## config.mk

```make
export PLATFORM = sky130hd
export DESIGN_NAME = dp_contention_arb
export DESIGN_NICKNAME = d
export VERILOG_FILES = /design/src/rtl/dp_contention_arb.sv
export SDC_FILE = /design/constraint.sdc
export NUM_CORES = 1
export LEC_CHECK = 0
export ABC_AREA = 1
export BUFFER_PORTS_ARGS = -buffer_cell sky130_fd_sc_hd__buf_2
export CORE_ASPECT_RATIO = 1.75
export CORE_MARGIN = 2
export CORE_UTILIZATION = 45
export CTS_BUF_LIST = sky130_fd_sc_hd__clkbuf_16
export CTS_CLUSTER_DIAMETER = 50
export DETAILED_ROUTE_END_ITERATION = 10
export PLACE_DENSITY = 0.72
export SLEW_MARGIN = 20
export SYNTH_ARGS = -nofsm -noshare
export SYNTH_HDL_FRONTEND = slang
export SYNTH_SLANG_ARGS = --single-unit
export TNS_END_PERCENT = 5
```

## constraint.sdc

```tcl
create_clock -name clk -period 1.29 [get_ports clk]
set_input_delay 0.0645 -clock clk [delete_from_list [all_inputs] [get_ports clk]]
set_output_delay 0.0645 -clock clk [all_outputs]
set_load 0.02 [all_outputs]
```

## src/rtl/dp_contention_arb.sv

```systemverilog
module dp_contention_arb #(
  parameter int ADDR_W = 10
) (
  input  logic              clk,
  input  logic              rst_n,
  input  logic              slave_mode,
  input  logic              l_ce_n,
  input  logic              l_we_n,
  input  logic [ADDR_W-1:0] l_addr,
  input  logic              r_ce_n,
  input  logic              r_we_n,
  input  logic [ADDR_W-1:0] r_addr,
  input  logic              l_busy_in_n,
  input  logic              r_busy_in_n,
  output logic              l_busy_n,
  output logic              r_busy_n,
  output logic              l_wr_n,
  output logic              r_wr_n
);
  localparam logic [1:0] OWN_NONE  = 2'd0;
  localparam logic [1:0] OWN_LEFT  = 2'd1;
  localparam logic [1:0] OWN_RIGHT = 2'd2;

  logic              l_prev_req, r_prev_req;
  logic [ADDR_W-1:0] l_prev_addr, r_prev_addr;
  logic [1:0]        own_q, own_d;

  wire l_req     = ~l_ce_n;
  wire r_req     = ~r_ce_n;
  wire hit       = l_req & r_req & (l_addr == r_addr);
  wire l_settled = l_prev_req & (l_prev_addr == l_addr) & l_req;
  wire r_settled = r_prev_req & (r_prev_addr == r_addr) & r_req;

  always_comb begin
    own_d = OWN_NONE;
    if (!slave_mode && hit) begin
      if (own_q != OWN_NONE && l_settled && r_settled)
        own_d = own_q;
      else if (r_settled && !l_settled)
        own_d = OWN_RIGHT;
      else
        own_d = OWN_LEFT;
    end
  end

  always_ff @(posedge clk or negedge rst_n) begin
    if (!rst_n) begin
      own_q       <= OWN_NONE;
      l_prev_req  <= 1'b0;
      r_prev_req  <= 1'b0;
      l_prev_addr <= '0;
      r_prev_addr <= '0;
    end else begin
      own_q       <= own_d;
      l_prev_req  <= l_req;
      r_prev_req  <= r_req;
      l_prev_addr <= l_addr;
      r_prev_addr <= r_addr;
    end
  end

  wire l_block = slave_mode ? ~l_busy_in_n
                            : (own_d == OWN_RIGHT) | (own_q == OWN_RIGHT);
  wire r_block = slave_mode ? ~r_busy_in_n
                            : (own_d == OWN_LEFT) | (own_q == OWN_LEFT);

  assign l_busy_n = ~(~slave_mode & (own_q == OWN_RIGHT));
  assign r_busy_n = ~(~slave_mode & (own_q == OWN_LEFT));
  assign l_wr_n   = l_ce_n | l_we_n | l_block;
  assign r_wr_n   = r_ce_n | r_we_n | r_block;
endmodule

```

Yosys cells after proc, flatten, opt, wreduce, memory -nomap -nowiden
Cells that the tools add are included.
{"block": "op_classes", "mux": 5, "n_div": 0, "n_bitwise": 21, "n_eq_ne": 7, "mul": 0, "n_shift": 0, "reduce_logical": 7, "n_addsub": 0, "magnitude_cmp": 0}
{"op": "10-bit equality test", "n": 3}
{"op": "1-bit AND", "n": 8}
{"op": "1-bit inverter", "n": 7}
{"op": "2-bit 2-to-1 mux", "n": 3}
{"op": "1-bit bitwise OR", "n": 6}
{"op": "2-bit by 1-bit equality test with 1-bit output (second input constant)", "n": 2}
{"op": "2-bit equality test (second input constant)", "n": 2}
{"op": "1-bit logical AND", "n": 4}
{"op": "1-bit logical NOT", "n": 2}
{"op": "1-bit 2-to-1 mux", "n": 2}
{"op": "2-bit nonzero test", "n": 1}
{"block": "word_totals", "n_memories": 0, "latchBits": 0, "mem_bits_rw": 0, "mem_bits_ro": 0, "out_inout_bits": 4, "wordCells": 45, "register_bits": 24}

Longest topological paths before layout
{"block": "depth", "word_depth": 12, "depth_mapped": 12, "ltp_nobuf": 12}

Worst setup path after synthesis
No wires, ideal clock.
{"block": "synth_timing", "path_kind": "reg2out", "start": "register l_prev_addr[8]", "end": "output port r_wr_n", "stages_incl_launch_ff": 12, "slack_ns": 0.043, "required_ns": 1.226, "arrival_time_ns": 1.183, "path_buffers": 0, "cell_sequence": "dfrtp_1 nand2_1 nand2_1 nor2_2 nand2_2 nor2_4 nand3_2 nand2_1 nand3_1 nand2_1 nand2_1 nand2_1"}
{"block": "synth_via", "elab_chain_len": 12, "word_cells_on_any_way": 14, "classes_between": "2 x eq/ne; 4 x mux; 4 x bitwise; 4 x reduce/logical"}
{"element": "from (decl)", "line_no": "25", "rtl": "logic [ADDR_W-1:0] l_prev_addr, r_prev_addr;"}
{"element": "from (signal assigned)", "line_no": "57", "rtl": "l_prev_addr <= l_addr;"}
{"element": "10-bit equality test (*)", "line_no": "31", "rtl": "wire l_settled = l_prev_req & (l_prev_addr == l_addr) & l_req;"}
{"element": "1-bit AND (*) (2 in series)", "line_no": "31"}
{"element": "1-bit logical NOT", "line_no": "39", "rtl": "else if (r_settled && !l_settled)"}
{"element": "1-bit logical AND", "line_no": "39"}
{"element": "2-bit 2-to-1 mux", "line_no": "39"}
{"element": "2-bit 2-to-1 mux (*)", "line_no": "37", "rtl": "if (own_q != OWN_NONE && l_settled && r_settled)"}
{"element": "2-bit 2-to-1 mux (*)", "line_no": "36", "rtl": "if (!slave_mode && hit) begin"}
{"element": "2-bit by 1-bit equality test with 1-bit output (*)", "line_no": "65", "rtl": ": (own_d == OWN_LEFT) | (own_q == OWN_LEFT);"}
{"element": "1-bit bitwise OR (*)", "line_no": "65"}
{"element": "1-bit 2-to-1 mux (*)", "line_no": "64", "rtl": "wire r_block = slave_mode ? ~r_busy_in_n"}
{"element": "1-bit bitwise OR (*)", "line_no": "70", "rtl": "assign r_wr_n = r_ce_n | r_we_n | r_block;"}
{"element": "to (decl)", "line_no": "18", "rtl": "output logic r_wr_n"}
Mark *: on every way between the ends. The rest lies on a longest branch, timed or not.

Worst setup path in the final report
{"block": "layout_timing", "start": "register r_prev_addr[6]", "end": "output port r_wr_n"}
{"block": "layout_via", "elab_chain_len": 11, "word_cells_on_any_way": 12, "classes_between": "2 x eq/ne; 4 x mux; 4 x bitwise; 2 x reduce/logical"}
{"element": "from (decl)", "line_no": "25"}
{"element": "from (signal assigned)", "line_no": "58", "rtl": "r_prev_addr <= r_addr;"}
{"element": "10-bit equality test (*)", "line_no": "32", "rtl": "wire r_settled = r_prev_req & (r_prev_addr == r_addr) & r_req;"}
{"element": "1-bit AND (*) (2 in series)", "line_no": "32"}
{"element": "1-bit logical AND", "line_no": "39"}
{"element": "2-bit 2-to-1 mux", "line_no": "39"}
{"element": "2-bit 2-to-1 mux (*)", "line_no": "37"}
{"element": "2-bit 2-to-1 mux (*)", "line_no": "36"}
{"element": "2-bit by 1-bit equality test with 1-bit output (*)", "line_no": "65"}
{"element": "1-bit bitwise OR (*)", "line_no": "65"}
{"element": "1-bit 2-to-1 mux (*)", "line_no": "64"}
{"element": "1-bit bitwise OR (*)", "line_no": "70"}
Marked as above.

==> flow_summary_export.csv <==
group,metric,value,unit
run_status,status,"complete, but fails checks",
run_status,violations,"negative setup slack",
clock_tree,clock_path_buffers,2,
synthesis,ys_ff_latch,24,
cells_and_area,area_growth,42.43,%
setup_path,crit_type,"register to primary output",
synthesis,synthAdderAreaFrac,0,%
timing,setup_violations,3,
clock_tree,cts_max_level,1,
timing,rsz0062_at_grt,"yes",
global_route,grt_antenna_before_repair,0,
die,placementRows,27,
synthesis,syn_avg_cell_area,6.642,µm²
synthesis,synthCells,214,
worst_hold_path,worstHoldPathType,"input pin to register",
global_route,grt_max_degree,25,
setup_path,critPathTopFamily,"simple AND/OR/NAND/NOR gates",
global_route,grt_pass1_wl,5616,µm
cells_and_area,nets,310,
pwr,switching_share,25.27,%
clock_tree,clk_latency,260,ps
clock_tree,numCtsBuffers,3,
pwr,switchingPower,0.4612,mW
detailed_routing,first_pass_iters,4,
setup_path,worst-path-buf-inv,1,
placement,dpl_cell_area,1665,µm²
setup_path,cpMaxStageDelayCell,"dfrtp_1",
cells_and_area,fillCellCount,276,
die,ios,33,
global_route,grt_pass1_vias,1493,
clock_tree,cts_tree,"built",
synthesis,synth-compound-area-share,1.849,%
placement,place.gp.congestion,0.8433,
die,die_area,3642,µm²
clock_tree,cts-root-buf,"clkbuf_16",
setup_path,end_kind,"primary output",
pwr,power_density,901.5,nW/µm²
synthesis,synthXorXnorAreaFrac,3.081,%
synthesis,yosys_warnings,0,
synthesis,yosysTopAreaCell,"dfrtp_1",
synthesis,synth_cell_types,18,
synthesis,ys_top_cells_by_count,"nand2_1 (91), inv_1 (38), dfrtp_1 (24), nor2_1 (19)",
detailed_routing,avgRoutedWirePerCell,9.845,µm
synthesis,yosysMostFrequentCell,"nand2_1",
timing,fmax,0.6020,GHz
cells_and_area,drive_gt1_share,25.71,%
setup_path,crit_chain,"nand2_1, nand2_1, nor2_1, nand2_1, nor3_2, nand2_1, nand3_1, nand2_1, nand2_1, nand2_1, buf_6",
timing,skew,1.293,ps
placement,dp_cells,293,
die,initial_utilization,46.24,%
cells_and_area,finalInstanceArea,2024,µm²
synthesis,synth_ff_type,"dfrtp_1",
detailed_routing,viasPerCell,4.502,
pwr,power.total,1.825,mW
pwr,vdd_ir_drop_max,780.5,µV
cells_and_area,fin_cells,323,
timing,hold_violations,0,
detailed_routing,ant_nets,0,
detailed_routing,vias,1454,
setup_path,worstPathMaxFanout,4,
detailed_routing,drtIter0Drc,14,
run,drv_cap,0,
synthesis,netlist.area_leader.share,42.25,%
pwr,p_int,1.364,mW
cells_and_area,diodes,0,
clock_tree,clock_sinks,24,
synthesis,synth_top_family_by_area,"simple AND/OR/NAND/NOR gates",
placement,placement.io_buffers,32,
setup_path,startpoint,"r_prev_addr[6]",
detailed_routing,drc,0,
synthesis,synthSimpleGateAreaFrac,40.67,%
die,core,3074,µm²
pwr,leakage,1.112,nW
timing,tightest_slew,536.7,ps
timing,layout_setup_ws,-371.2,ps
synthesis,synth_nets,243,
setup_path,r2r-start,"r_prev_addr[6]",
timing,tns,-1034,ps
synthesis,ys_seq_area_share,42.25,%
synthesis,synth_edf_count,0,
die,die_h,78.35,µm
pwr,pwr-share-seq,44.2,%
timing,max_slew_margin,64.22,%
global_route,grt_overflow,0,
pwr,p_clk_share,36.7,%
timing,drv_slew,0,
setup_path,max_stage_delay,420,ps
pwr,p_comb_share,19.1,%
clock_tree,clk_pin_slew,60,ps
setup_path,start_kind,"register",
synthesis,synth-async-reset-ratio,100.0,%
synthesis,muxShareOfSynthArea,0,%
synthesis,synth_area,1421,µm²
timing,finalCriticalPeriod,1661,ps
die,die_w,46.49,µm
setup_path,critical_path_arrival,1600,ps
synthesis,synthTopCellsByArea,"dfrtp_1 (42%), nand2_1 (24%), inv_1 (10%)",
timing,period_share,128.8,%
setup_path,cp.required,1230,ps
detailed_routing,routed_wl,3180,µm
setup_path,worst_path_most_repeated_cell,"nand2_1",
worst_hold_path,hp-start,"r_ce_n",
global_route,grt.total_usage,21.01,%
placement,hpwlAfterDp,2324,µm
==> state kept, by name, indices dropped and copies added, names as in the netlist <==
name	flops
l_prev_addr	10
l_prev_req	1
own_q	2
r_prev_addr	10
r_prev_req	1
==> cells in the final DEF (no fill, tap or decap), drive strengths merged <==
cell type	n
nand2	93
clkbuf	3
xnor2	5
nand4	4
nor3	2
nand3	10
inv	46
or2	1
o21ai	1
buf	41
dfrtp	24
clkinv	1
dlygate4sd3	21
o22ai	1
nor2	24
a21oi	3
==> worst reg2reg max path, stage by stage, from the launching register on <==
cell,delay [ps]
dfrtp_1,420
nand2_1,80
nand2_1,50
nor2_1,80
nand2_1,70
nor3_2,200
nand2_1,100
buf_4,130
buf_4,120
buf_4,120
buf_4,120
nor2_2,70
==> area by class of cell <==
class,count,area [µm²],area share (%)
clock buffer,3,75.07,3.708
tap,43,53.80,2.658
sequential,24,600.6,29.67
clock inverter,1,3.754,0.1854
timing repair buffer,62,450.4,22.25
inverter,46,172.7,8.529
multi-input combinational,144,668.1,33.00
==> cell families (layout without fill, tap and decap cells) <==
| family | Yosys count | after routing |
|---|---|---|
| buffers and inverters | 46 | 112 |
| flip-flops | 24 | 24 |
| XOR/XNOR | 5 | 5 |
| AND/OR/NAND/NOR | 134 | 134 |
| AO/OA/AOI/OAI | 5 | 5 |
==> power by group through the flow <==
stage | sequential (mW) | combinational, mW | clock [mW]
global route | 0.810 | 0.398 | 0.706
detailed placement | 0.820 | 0.287 | 0
CTS | 0.806 | 0.348 | 0.682
floorplan | 0.816 | 0.158 | 0
global placement | 0.818 | 0.284 | 0
finish | 0.807 | 0.348 | 0.670
==> worst paths after layout <==
| path | endpoint | slack [ps] | cells after the start |
|---|---|---|---|
| max in group asynchronous | l_prev_addr[8] | 610 | 2 |
| min in group asynchronous | l_prev_addr[2] | 320 | 2 |
| max | r_wr_n | -370 | 11 |
| max reg2reg | own_q[1] | -320 | 11 |
| min reg2reg | own_q[0] | 640 | 3 |
| min | r_prev_req | 1 | 2 |
==> what timing repair did <==
action,CTS,global route
hold buffers,21,0
pin swaps,11,7
gates resized for setup,10,4
hold endpoints to repair,44,0
setup buffers,5,0
endpoints found under the setup margin,2,4
cloned,0,0
==> per-stage QoR <==
| step | hold WS (ps) | utilization (%) | worst slack, ps |
|---|---|---|---|
| final | 1.120 | 65.85 | -371.2 |
| after global routing | 13.51 | 65.85 | -547.3 |
| after CTS | 4.658 | 65.61 | -370.9 |
| after detailed placement | 80.89 | 54.17 | -123.5 |
| after global placement | 77.76 | 54.17 | -106.4 |
| after floorplan | -231.1 | - | 42.82 |
==> layer usage <==
metal	track usage, %	up-vias	part of all wire (%)
li1	-	762	-
met5	0	-	0
met3	2.299	11	2.8
met2	38.75	31	57
met4	11.43	0	3.5
met1	20.83	650	37
Power figures use the tool's default switching activity.
